$ cat config.mk
export PLATFORM = sky130hd
export DESIGN_NAME = gfx_cmd_decoder
export DESIGN_NICKNAME = d
export VERILOG_FILES = /design/src/rtl/gfx_cmd_pkg.sv /design/src/rtl/gfx_poly_len.sv /design/src/rtl/gfx_pkt_assembler.sv /design/src/rtl/gfx_state_regs.sv /design/src/rtl/gfx_cmd_decoder.sv
export SDC_FILE = /design/constraint.sdc
export NUM_CORES = 1
export LEC_CHECK = 0
export BUFFER_PORTS_ARGS = -buffer_cell sky130_fd_sc_hd__buf_4
export CAP_MARGIN = 10
export CORE_MARGIN = 2
export CORE_UTILIZATION = 46
export CTS_CLUSTER_SIZE = 10
export DETAILED_ROUTE_END_ITERATION = 10
export PLACE_DENSITY = 0.77
export SETUP_SLACK_MARGIN = 0.3
export SYNTH_ARGS = -nofsm -noshare
export SYNTH_HDL_FRONTEND = slang
export SYNTH_SLANG_ARGS = --single-unit
$ cat constraint.sdc
create_clock -name clk -period 6.5 [get_ports clk]
set_input_delay 0.975 -clock clk [delete_from_list [all_inputs] [get_ports clk]]
set_output_delay 0.975 -clock clk [all_outputs]
set_load 0.01 [all_outputs]
$ cat src/rtl/gfx_cmd_pkg.sv
package gfx_cmd_pkg;

   localparam logic [7:0] OP_NOP       = 8'h00;
   localparam logic [7:0] OP_DRAW_MODE = 8'hE1;
   localparam logic [7:0] OP_TEX_WIN   = 8'hE2;
   localparam logic [7:0] OP_CLIP_TL   = 8'hE3;
   localparam logic [7:0] OP_CLIP_BR   = 8'hE4;
   localparam logic [7:0] OP_OFFSET    = 8'hE5;
   localparam logic [7:0] OP_MASK      = 8'hE6;

   typedef struct packed {
      logic [2:0] verts;
      logic       semi;
      logic       tex;
      logic       shade;
      logic [3:0] words;
   } poly_desc_t;

   function automatic logic is_setting(input logic [7:0] op);
      return (op >= OP_DRAW_MODE) && (op <= OP_MASK);
   endfunction

endpackage

$ cat src/rtl/gfx_poly_len.sv
module gfx_poly_len
   import gfx_cmd_pkg::*;
(
   input  logic [7:0] opcode,
   output logic       is_poly,
   output poly_desc_t desc
);
   logic [3:0] per_vert;

   always_comb begin
      is_poly    = (opcode[7:5] == 3'b001);
      per_vert   = 4'd1 + {3'd0, opcode[2]} + {3'd0, opcode[4]};
      desc.verts = opcode[3] ? 3'd4 : 3'd3;
      desc.semi  = opcode[1];
      desc.tex   = opcode[2];
      desc.shade = opcode[4];
      desc.words = (opcode[3] ? (per_vert << 2) : (per_vert + (per_vert << 1)))
                   + {3'd0, ~opcode[4]};
   end
endmodule

$ cat src/rtl/gfx_pkt_assembler.sv
module gfx_pkt_assembler
   import gfx_cmd_pkg::*;
#(
   parameter int BUF_DEPTH = 12,
   localparam int CNT_W    = $clog2(BUF_DEPTH + 1)
)(
   input  logic             clk,
   input  logic             rst_n,
   input  logic             accept,
   input  logic [31:0]      word,
   output logic             done,
   output logic             done_poly,
   output logic [31:0]      head,
   output poly_desc_t       desc,
   output logic [CNT_W-1:0] fill
);
   logic [31:0]      head_q;
   logic [CNT_W-1:0] cnt_q;
   logic             is_poly;
   logic [CNT_W-1:0] need;

   if (BUF_DEPTH < 12) begin : g_depth_check
      $error("BUF_DEPTH must hold the longest polygon packet of 12 words");
   end

   assign head = (cnt_q == '0) ? word : head_q;

   gfx_poly_len u_len (
      .opcode  (head[31:24]),
      .is_poly (is_poly),
      .desc    (desc)
   );

   assign need      = is_poly ? CNT_W'(desc.words) : CNT_W'(1);
   assign done      = accept && ((cnt_q + CNT_W'(1)) == need);
   assign done_poly = done && is_poly;
   assign fill      = cnt_q;

   always_ff @(posedge clk) begin
      if (!rst_n) begin
         cnt_q  <= '0;
         head_q <= '0;
      end else if (accept) begin
         if (cnt_q == '0) head_q <= word;
         cnt_q <= done ? '0 : cnt_q + CNT_W'(1);
      end
   end

   p_no_overflow_r13: assert property (@(posedge clk) disable iff (!rst_n)
      cnt_q < CNT_W'(BUF_DEPTH));

   p_restart_r8: assert property (@(posedge clk) disable iff (!rst_n)
      done |=> (cnt_q == '0));
endmodule

$ cat src/rtl/gfx_state_regs.sv
module gfx_state_regs
   import gfx_cmd_pkg::*;
#(
   parameter int OFS_W = 16
)(
   input  logic             clk,
   input  logic             rst_n,
   input  logic             upd,
   input  logic [31:0]      head,
   output logic [10:0]      draw_mode,
   output logic             tex_disable,
   output logic             tex_flip_x,
   output logic             tex_flip_y,
   output logic [4:0]       win_mask_x,
   output logic [4:0]       win_mask_y,
   output logic [4:0]       win_off_x,
   output logic [4:0]       win_off_y,
   output logic [9:0]       clip_x0,
   output logic [8:0]       clip_y0,
   output logic [9:0]       clip_x1,
   output logic [8:0]       clip_y1,
   output logic [OFS_W-1:0] ofs_x,
   output logic [OFS_W-1:0] ofs_y,
   output logic             mask_force,
   output logic             mask_test
);
   localparam int RAW_W = 11;

   logic [7:0]       op;
   logic [23:0]      prm;
   logic [OFS_W-1:0] ofs_ext [2];

   if (OFS_W < RAW_W) begin : g_width_check
      $error("OFS_W must be at least 11 bits");
   end

   assign op  = head[31:24];
   assign prm = head[23:0];

   for (genvar a = 0; a < 2; a++) begin : g_axis
      if (OFS_W > RAW_W) begin : g_ext
         assign ofs_ext[a] = {{(OFS_W-RAW_W){prm[a*RAW_W + RAW_W-1]}}, prm[a*RAW_W +: RAW_W]};
      end else begin : g_same
         assign ofs_ext[a] = prm[a*RAW_W +: RAW_W];
      end
   end

   always_ff @(posedge clk) begin
      if (!rst_n) begin
         draw_mode   <= '0;
         tex_disable <= 1'b0;
         tex_flip_x  <= 1'b0;
         tex_flip_y  <= 1'b0;
         win_mask_x  <= '0;
         win_mask_y  <= '0;
         win_off_x   <= '0;
         win_off_y   <= '0;
         clip_x0     <= '0;
         clip_y0     <= '0;
         clip_x1     <= '0;
         clip_y1     <= '0;
         ofs_x       <= '0;
         ofs_y       <= '0;
         mask_force  <= 1'b0;
         mask_test   <= 1'b0;
      end else if (upd) begin
         case (op)
            OP_DRAW_MODE: begin
               draw_mode   <= prm[10:0];
               tex_disable <= prm[11];
               tex_flip_x  <= prm[12];
               tex_flip_y  <= prm[13];
            end
            OP_TEX_WIN: begin
               win_mask_x <= prm[4:0];
               win_mask_y <= prm[9:5];
               win_off_x  <= prm[14:10];
               win_off_y  <= prm[19:15];
            end
            OP_CLIP_TL: begin
               clip_x0 <= prm[9:0];
               clip_y0 <= prm[18:10];
            end
            OP_CLIP_BR: begin
               clip_x1 <= prm[9:0];
               clip_y1 <= prm[18:10];
            end
            OP_OFFSET: begin
               ofs_x <= ofs_ext[0];
               ofs_y <= ofs_ext[1];
            end
            OP_MASK: begin
               mask_force <= prm[0];
               mask_test  <= prm[1];
            end
            default: ;
         endcase
      end
   end

   p_hold_r9: assert property (@(posedge clk) disable iff (!rst_n)
      !upd |=> ($stable(draw_mode) && $stable(win_mask_x) && $stable(clip_x0)
                && $stable(ofs_x) && $stable(ofs_y) && $stable(mask_force)));
endmodule

$ cat src/rtl/gfx_cmd_decoder.sv
module gfx_cmd_decoder
   import gfx_cmd_pkg::*;
#(
   parameter int BUF_DEPTH   = 12,
   parameter int OFS_W       = 16,
   parameter int DIR_W       = 2,
   parameter int DIR_TO_CMD  = 2
)(
   input  logic             clk,
   input  logic             rst_n,
   input  logic             cmd_valid,
   input  logic [31:0]      cmd_data,
   output logic             cmd_ready,
   input  logic             dma_valid,
   input  logic [31:0]      dma_data,
   input  logic [DIR_W-1:0] dma_dir,
   output logic [10:0]      draw_mode,
   output logic             tex_disable,
   output logic             tex_flip_x,
   output logic             tex_flip_y,
   output logic [4:0]       win_mask_x,
   output logic [4:0]       win_mask_y,
   output logic [4:0]       win_off_x,
   output logic [4:0]       win_off_y,
   output logic [9:0]       clip_x0,
   output logic [8:0]       clip_y0,
   output logic [9:0]       clip_x1,
   output logic [8:0]       clip_y1,
   output logic [OFS_W-1:0] ofs_x,
   output logic [OFS_W-1:0] ofs_y,
   output logic             mask_force,
   output logic             mask_test,
   output logic             poly_valid,
   output logic [2:0]       poly_verts,
   output logic             poly_semi,
   output logic             poly_tex,
   output logic             poly_shade,
   output logic [3:0]       poly_words,
   output logic             unimpl_cmd,
   output logic             dma_drop
);
   localparam int CNT_W = $clog2(BUF_DEPTH + 1);

   if (DIR_TO_CMD >= (1 << DIR_W)) begin : g_dir_check
      $error("DIR_TO_CMD does not fit in DIR_W bits");
   end

   logic             dir_ok;
   logic             accept;
   logic [31:0]      word;
   logic             done;
   logic             done_poly;
   logic [31:0]      head;
   poly_desc_t       desc;
   logic [CNT_W-1:0] fill;
   logic             upd;
   logic             undecoded;

   assign dir_ok    = (dma_dir == DIR_W'(DIR_TO_CMD));
   assign cmd_ready = !dma_valid;
   assign accept    = dma_valid ? dir_ok : cmd_valid;
   assign word      = dma_valid ? dma_data : cmd_data;

   gfx_pkt_assembler #(.BUF_DEPTH(BUF_DEPTH)) u_asm (
      .clk       (clk),
      .rst_n     (rst_n),
      .accept    (accept),
      .word      (word),
      .done      (done),
      .done_poly (done_poly),
      .head      (head),
      .desc      (desc),
      .fill      (fill)
   );

   assign upd       = done && !done_poly;
   assign undecoded = (head[31:24] >= 8'h40) && !is_setting(head[31:24]);

   gfx_state_regs #(.OFS_W(OFS_W)) u_state (
      .clk         (clk),
      .rst_n       (rst_n),
      .upd         (upd),
      .head        (head),
      .draw_mode   (draw_mode),
      .tex_disable (tex_disable),
      .tex_flip_x  (tex_flip_x),
      .tex_flip_y  (tex_flip_y),
      .win_mask_x  (win_mask_x),
      .win_mask_y  (win_mask_y),
      .win_off_x   (win_off_x),
      .win_off_y   (win_off_y),
      .clip_x0     (clip_x0),
      .clip_y0     (clip_y0),
      .clip_x1     (clip_x1),
      .clip_y1     (clip_y1),
      .ofs_x       (ofs_x),
      .ofs_y       (ofs_y),
      .mask_force  (mask_force),
      .mask_test   (mask_test)
   );

   always_ff @(posedge clk) begin
      if (!rst_n) begin
         poly_valid <= 1'b0;
         poly_verts <= '0;
         poly_semi  <= 1'b0;
         poly_tex   <= 1'b0;
         poly_shade <= 1'b0;
         poly_words <= '0;
         unimpl_cmd <= 1'b0;
         dma_drop   <= 1'b0;
      end else begin
         poly_valid <= done_poly;
         if (done_poly) begin
            poly_verts <= desc.verts;
            poly_semi  <= desc.semi;
            poly_tex   <= desc.tex;
            poly_shade <= desc.shade;
            poly_words <= desc.words;
         end
         unimpl_cmd <= upd && undecoded;
         dma_drop   <= dma_valid && !dir_ok;
      end
   end

   p_desc_single_r8: assert property (@(posedge clk) disable iff (!rst_n)
      poly_valid |=> !poly_valid);

   p_drop_no_effect_r10: assert property (@(posedge clk) disable iff (!rst_n)
      (dma_valid && !dir_ok) |=> ($stable(fill) && !poly_valid && !unimpl_cmd));

   p_unimpl_excl_r11: assert property (@(posedge clk) disable iff (!rst_n)
      unimpl_cmd |-> !poly_valid);

   p_reset_quiet_r1: assert property (@(posedge clk)
      !rst_n |=> (!poly_valid && !unimpl_cmd && !dma_drop));
endmodule

# --- After elaboration in Yosys (flattened, before gate mapping) ---
# Index checks and enable logic that the tools add are counted.
totals:
  output_inout_bits: 120
  register_bits: 145
  inputBits: 70
  wordCells: 71
classes:
  addsub: 5
  eq_ne: 9
  n_reduce_logical: 19
  bitwise: 1
  muxes: 7
  order_cmp: 3
op_table:
  columns: ["cell", "count"]
  rows:
  - ["two-way mux 32 bit", 2]
  - ["equality test 8 bit, second input constant", 6]
  - ["AND reduction 2 bit", 7]
  - ["two-way mux 4 bit", 3]
  - [">= comparator 8 x 7 -> 1 bit, second input constant", 1]
  - [">= comparator 8 bit, second input constant", 1]
  - ["<= comparator 8 bit, second input constant", 1]
  - ["logical AND 1 bit", 7]
  - ["adder 3 x 4 -> 4 bit", 1]
  - ["adder 4 x 1 -> 4 bit", 1]
  - ["adder 4 x 1 -> 4 bit, second input constant", 1]
  - ["equality test 4 bit", 1]
  - ["zero test 1 bit", 4]
  - ["zero test 4 bit", 1]
  - ["adder 2 x 1 -> 3 bit", 1]
  - ["equality test 3 x 1 -> 1 bit, second input constant", 1]
  - ["two-way mux 3 bit", 1]
  - ["adder 1 x 1 -> 2 bit, first input constant", 1]
  - ["equality test 2 bit, second input constant", 1]
  - ["two-way mux 1 bit", 1]
  - ["inverter 1 bit", 1]

# --- Longest topological paths before layout ---
depth:
  depth_word: 14
  mapped_depth: 19

# --- Modules after synthesis ---
# From an unflattened synthesis, not the netlist that was laid out.
unflattened:
  cells_unflattened: 678
  hier_area_um2: 6791.5
by_module_without_submodules:
  columns: ["mod", "seq_area_each_um2", "instances", "area_per_inst_um2", "cells_each"]
  rows:
  - ["gfx_state_regs", 1921.8, 1, 3678.5, 355]
  - ["gfx_pkt_assembler", 720.7, 1, 1923.1, 219]
  - ["gfx_cmd_decoder", 260.2, 1, 1047.3, 85]
  - ["gfx_poly_len", 0.0, 1, 142.6, 19]

# --- Worst setup path before layout ---
# Ideal clock, no wire load.
synth_path:
  kind: "input-to-reg"
  start: "input dma_valid"
  end: "register poly_verts[1]"
  setup_time_ns: 0.116
  setup_slack_ns: 2.300
  path_buffers: 3
  t_arrival_ns: 4.084
  required_ns: 6.384
  path_stages: 14
  cell_sequence: "buf_4 -> buf_2 -> buf_1 -> mux2i_1 -> a21o_1 -> ha_1 -> nor3_1 -> ha_1 -> xor2_1 -> xnor2_1 -> mux2_2 -> a31oi_2 -> nor2_1 -> o211a_1"
synth_via:
  elab_chain_len: 11
  word_cells_on_any_way: 15
  cone_classes: "add/sub (4); eq/ne (2); mux (6); bitwise (1); reduce/logical (2)"
synth_lines:
  columns: ["element", "line", "source"]
  rows:
  - ["from (decl)", "gfx_cmd_decoder.sv:14", "input logic dma_valid,"]
  - ["two-way mux 32 bit", "gfx_cmd_decoder.sv:62", "assign word = dma_valid ? dma_data : cmd_data;"]
  - ["two-way mux 32 bit", "gfx_pkt_assembler.sv:26", "assign head = (cnt_q == '0) ? word : head_q;"]
  - ["adder 1 x 1 -> 2 bit", "gfx_poly_len.sv:12", "per_vert = 4'd1 + {3'd0, opcode[2]} + {3'd0, opcode[4]};"]
  - ["adder 2 x 1 -> 3 bit", "gfx_poly_len.sv:12", null]
  - ["adder 3 x 4 -> 4 bit", "gfx_poly_len.sv:17", "desc.words = (opcode[3] ? (per_vert << 2) : (per_vert + (per_vert << 1)))"]
  - ["two-way mux 4 bit", "gfx_poly_len.sv:17", null]
  - ["adder 4 x 1 -> 4 bit", "gfx_poly_len.sv:18", "+ {3'd0, ~opcode[4]};"]
  - ["two-way mux 4 bit", "gfx_pkt_assembler.sv:34", "assign need = is_poly ? CNT_W'(desc.words) : CNT_W'(1);"]
  - ["equality test 4 bit", "gfx_pkt_assembler.sv:35", "assign done = accept && ((cnt_q + CNT_W'(1)) == need);"]
  - ["logical AND 1 bit", "gfx_pkt_assembler.sv:35", null]
  - ["logical AND 1 bit", "gfx_pkt_assembler.sv:36", "assign done_poly = done && is_poly;"]
  - ["to (signal assigned)", "gfx_cmd_decoder.sv:115", "poly_verts <= desc.verts;"]
  - ["to (decl)", "gfx_cmd_decoder.sv:34", "output logic [2:0] poly_verts,"]
# Several ways; a longest one is shown, not always the timed one.
# A chain may end at the register's enable or synchronous reset.

==> impl_table.tex <==
\begin{tabular}{lr}
\hline
Metric & Value \\
\hline
\multicolumn{2}{l}{\textbf{Layout}} \\
\quad Layout cell share with drive strength beyond 1 & 29.3\% \\
\quad Area added between synthesis and finish & 31.7\% \\
\quad Finished layout cell area & 8030 µm² \\
\quad \# nets final & 914 \\
\quad Ant. Diodes & 0 \\
\multicolumn{2}{l}{\textbf{Power and ir drop}} \\
\quad IR Drop Worst-Case VDD & 176 µV \\
\quad Leakage dissipation & $\sim$3.4 nW \\
\quad Power density over the cells & 277 nW/µm² \\
\multicolumn{2}{l}{\textbf{STA}} \\
\quad Post-route setup TNS & 0 ns \\
\quad Unrepaired setup endpoints after global routing & no \\
\quad Worst Tran Pin Value & approximately 1.1 ns \\
\quad Hold Violations, Final & 0 \\
\quad Period minus WS final & 4.25 ns \\
\quad Clock skew & 0.00765 ns \\
\quad Max-slew violation count & 0 \\
\quad Relative slew margins & 28.4\% \\
\quad Count of final setup violators & 0 \\
\quad Upper clock frequency limit & 0.235 GHz \\
\quad Share of the clock period used by the worst path & 65.4\% \\
\multicolumn{2}{l}{\textbf{Worst setup path}} \\
\quad Delay of the slowest cell on the worst path & 0.68 ns \\
\quad WP data arrival & 4.54 ns \\
\quad List of cells traversed by the critical path & inv\_1, ha\_1, nor3b\_4, mux2i\_4, ha\_1, nor3\_1, ha\_1, nor2b\_1, a211oi\_4, nand4\_2, nand3\_1, o21ai\_1 \\
\quad Crit path launch type & register \\
\quad Reg-to-Reg Start & u\_asm.fill[0] \\
\quad Terminus of the critical flop-to-flop path & u\_state.draw\_mode[9] \\
\quad Cell repeated most along the worst path & sky130\_fd\_sc\_hd\_\_ha\_1 \\
\quad Slowest stage cell, crit path & sky130\_fd\_sc\_hd\_\_nor3b\_4 \\
\quad Max Fanout on Critical Path & 28 \\
\quad Class of the most critical setup path & reg2reg \\
\quad WP data required & 6.79 ns \\
\quad Worst-case reg-to-reg path depth & 12 \\
\quad Minimum setup slack among reg-to-reg paths & between 2 and 2.5 ns \\
\quad Critical path capture point type & register \\
\multicolumn{2}{l}{\textbf{Synthesis}} \\
\quad Synth top cells by count & sky130\_fd\_sc\_hd\_\_dfxtp\_1, sky130\_fd\_sc\_hd\_\_nand3\_1, sky130\_fd\_sc\_hd\_\_o21ai\_1 \\
\quad Post-synthesis sequential element count & 142 \\
\quad Warnings, synthesis & 0 \\
\quad Post-synth top flop & sky130\_fd\_sc\_hd\_\_dfxtp\_1 \\
\quad Synthesized netlist cell count & 692 \\
\quad Ranking of synthesized cells by area & sky130\_fd\_sc\_hd\_\_dfxtp\_1, sky130\_fd\_sc\_hd\_\_nand3\_1, sky130\_fd\_sc\_hd\_\_o21ai\_1 \\
\quad EDFF count, synth & 0 \\
\quad Most frequent cell after synthesis & sky130\_fd\_sc\_hd\_\_dfxtp\_1 \\
\quad Library cell occupying the most area in the post-synthesis netlist & sky130\_fd\_sc\_hd\_\_dfxtp\_1 \\
\quad Fraction of synthesis flops using an asynchronous set or reset pin & 0\% \\
\quad Fraction of synthesized cell area taken by the top area cell type & 46.7\% \\
\quad Synth Area per Inst & between 8 and 9 µm² \\
\quad Synth Net Count & $\sim$770 \\
\quad Library cells used by synthesis & 58 \\
\quad Combined area of all synthesized cells & 6090 µm² \\
\quad Proportion of synthesized chip area in sequential cells & a little under half \\
\multicolumn{2}{l}{\textbf{Clock network}} \\
\quad Clock insertion delay at the later pin of the skew report & 0.43 ns \\
\quad Root buffer cell & sky130\_fd\_sc\_hd\_\_clkbuf\_16 \\
\quad Buffer levels on the longest clock path & 2 \\
\quad Num Clock Sinks & 142 \\
\quad Post-CTS clock slew at the launch and capture registers of the worst setup and hold paths & around 0.06 ns \\
\quad Count of hold buffers inserted by post-cts repair & 0 \\
\quad Deepest level of the CTS H-tree & 4 \\
\quad CTS tree & done \\
\quad Setup Buffers After CTS & 0 \\
\quad Number of resized instances in the post-cts repair step & 0 \\
\quad CTS buffer count & 17 \\
\multicolumn{2}{l}{\textbf{Drt}} \\
\quad Total number of vias & 5560 \\
\quad Drc violations & 0 \\
\quad Number of nets still failing antenna checks after routing & 0 \\
\quad WL final & between 15000 and 20000 µm \\
\quad Mean routed wirelength per cell & 15.7 µm \\
\quad Number of search-and-repair iterations in the first detailed-routing pass & 5 \\
\quad First-iteration detailed-routing DRC count & $\sim$460 \\
\quad Mean number of vias per cell & around 5.4 \\
\multicolumn{2}{l}{\textbf{Hold path}} \\
\quad Destination of the worst hold path & u\_state.win\_off\_x[0] \\
\quad Hold-critical path depth & 2 \\
\quad Path class of the lowest-slack min-delay path & reg2reg \\
\quad HP Start & u\_state.win\_off\_x[0] \\
\multicolumn{2}{l}{\textbf{Floorplan}} \\
\quad Starting utilization of the core area & 46.6\% \\
\quad I/O pin cnt & 190 \\
\quad Row cnt & 42 \\
\quad Die span in x & 119 µm \\
\quad Area of the die & 14200 µm² \\
\quad Core region area & 13100 µm² \\
\quad Chip height & 119 µm \\
\multicolumn{2}{l}{\textbf{Place}} \\
\quad Placement Cell Area & 7460 µm² \\
\quad Weighted congestion at the end of routability-driven global placement & 0.863 \\
\quad HPWL after detailed placement & 11100 µm \\
\quad I/O Buffers & between 150 and 200 \\
\multicolumn{2}{l}{\textbf{Global route}} \\
\quad Overall fraction of global-route tracks in use & between 20 and 25\% \\
\quad Wire length of the first global-routing pass & 25600 µm \\
\quad Number of global-route vias before repair & 4942 \\
\quad Maximum number of pins on one net before global-route repair & 77 \\
\quad Number of antenna violations at the first check in global routing & 0 \\
\quad GRT overflow & 0 \\
\multicolumn{2}{l}{\textbf{Job}} \\
\quad Max-capacitance violation count & 0 \\
\multicolumn{2}{l}{\textbf{Outcome}} \\
\quad Outcome & complete, no violations \\
\hline
\end{tabular}
## cells in the final DEF, fill, tap and decap left out, drive strengths merged, types with 13 or more instances in the layout
cell    netlist  layout
a211oi       25      25
a21oi        19      19
buf          35     193
clkbuf       30      20
dfxtp       142     142
inv          10      13
mux2i        35      35
nand2        38      38
nand3       105     105
nor2         47      47
nor3         13      13
o211ai       20      20
o21ai       103     103
## critical path, delay by kind of cell (launching register included)
kind	cells	cell delay, ns
multiplexers	1	0.41
AND/OR/NAND/NOR	5	1.97
buffers and inverters	1	0.10
adder cells (fa/ha/maj)	3	0.76
flip-flops	1	0.38
AO/OA/AOI/OAI	2	0.48
## kinds of logic after synthesis
kind of cell / share of synthesized area, %
flops: 46.7
simple gates: 18.7
compound gates: 19.2
fa+ha+maj: 1.03
buf+inv: 5.71
xor+xnor: 1.13
mux: 7.62
## worst max-delay path by stage
stage / start / endpoint / slack (ns) / cells past startpoint
6_report: u_asm.fill[0] / u_state.draw_mode[9] / 2.25 / 12
5_1_grt: u_asm.fill[0] / u_state.tex_flip_y / 1.83 / 12
4_1_cts: u_asm.fill[0] / u_state.draw_mode[6] / 2.26 / 12
3_5_place_dp: dma_valid / u_state.draw_mode[6] / 1.84 / 11
3_3_place_gp: dma_valid / u_state.draw_mode[6] / 1.87 / 11
2_1_floorplan: dma_valid / poly_verts[1] / 2.30 / 14
## report_power, final
group          total (W)  switching [W]  leakage (nW)  internal, W
Clock           0.000926       0.000378         0.266     0.000547
Sequential      0.000920      0.0000191          1.15     0.000901
Combinational   0.000379       0.000232          1.97     0.000147
Total            0.00222       0.000629          3.39      0.00160
## final cells by class
class,count,area [µm²]
clock buffer,20,457
clock inverter,11,109
fill,1144,5060
inverter,10,37.5
multi-input combinational,475,2910
sequential,142,2840
tap,176,220
timing repair buffer,193,1450
## stage by stage
step                total power [W]  hold slack [ns]  worst slack, ns  utilization, %  instances
global placement            0.00131            0.440             1.87            57.0        996
global route                0.00232            0.474             1.83            61.3       1027
detailed placement          0.00131            0.453             1.84            57.0        996
floorplan                   0.00120            0.476             2.30               -        692
CTS                         0.00223            0.461             2.26            61.3       1027
finish                      0.00222            0.460             2.25            61.3       1027
## state kept, by name, summed over array words and instances, names as in the netlist, 2 cells and up
name	cells
u_asm.fill	4
u_state.ofs_x	11
u_state.draw_mode	11
poly_words	4
u_asm.head_q	30
u_state.clip_y0	9
u_state.win_off_y	5
poly_verts	2
u_state.ofs_y	11
u_state.win_mask_y	5
u_state.clip_x1	10
u_state.clip_x0	10
u_state.win_off_x	5
u_state.clip_y1	9
u_state.win_mask_x	5
## layer usage
| metal | GRT usage [%] | wire (µm) | share of wire, % | vias up |
|---|---|---|---|---|
| met4 | 8.78 | 330 | 2.0 | 0 |
| met3 | 5.03 | 998 | 6.2 | 28 |
| met2 | 36.1 | 7340 | 45 | 201 |
| met1 | 30.8 | 7460 | 46 | 2536 |
| met5 | 0 | 0 | 0 | - |
| li1 | - | - | - | 2795 |
Note: power is estimated with default switching activity, not from simulation.
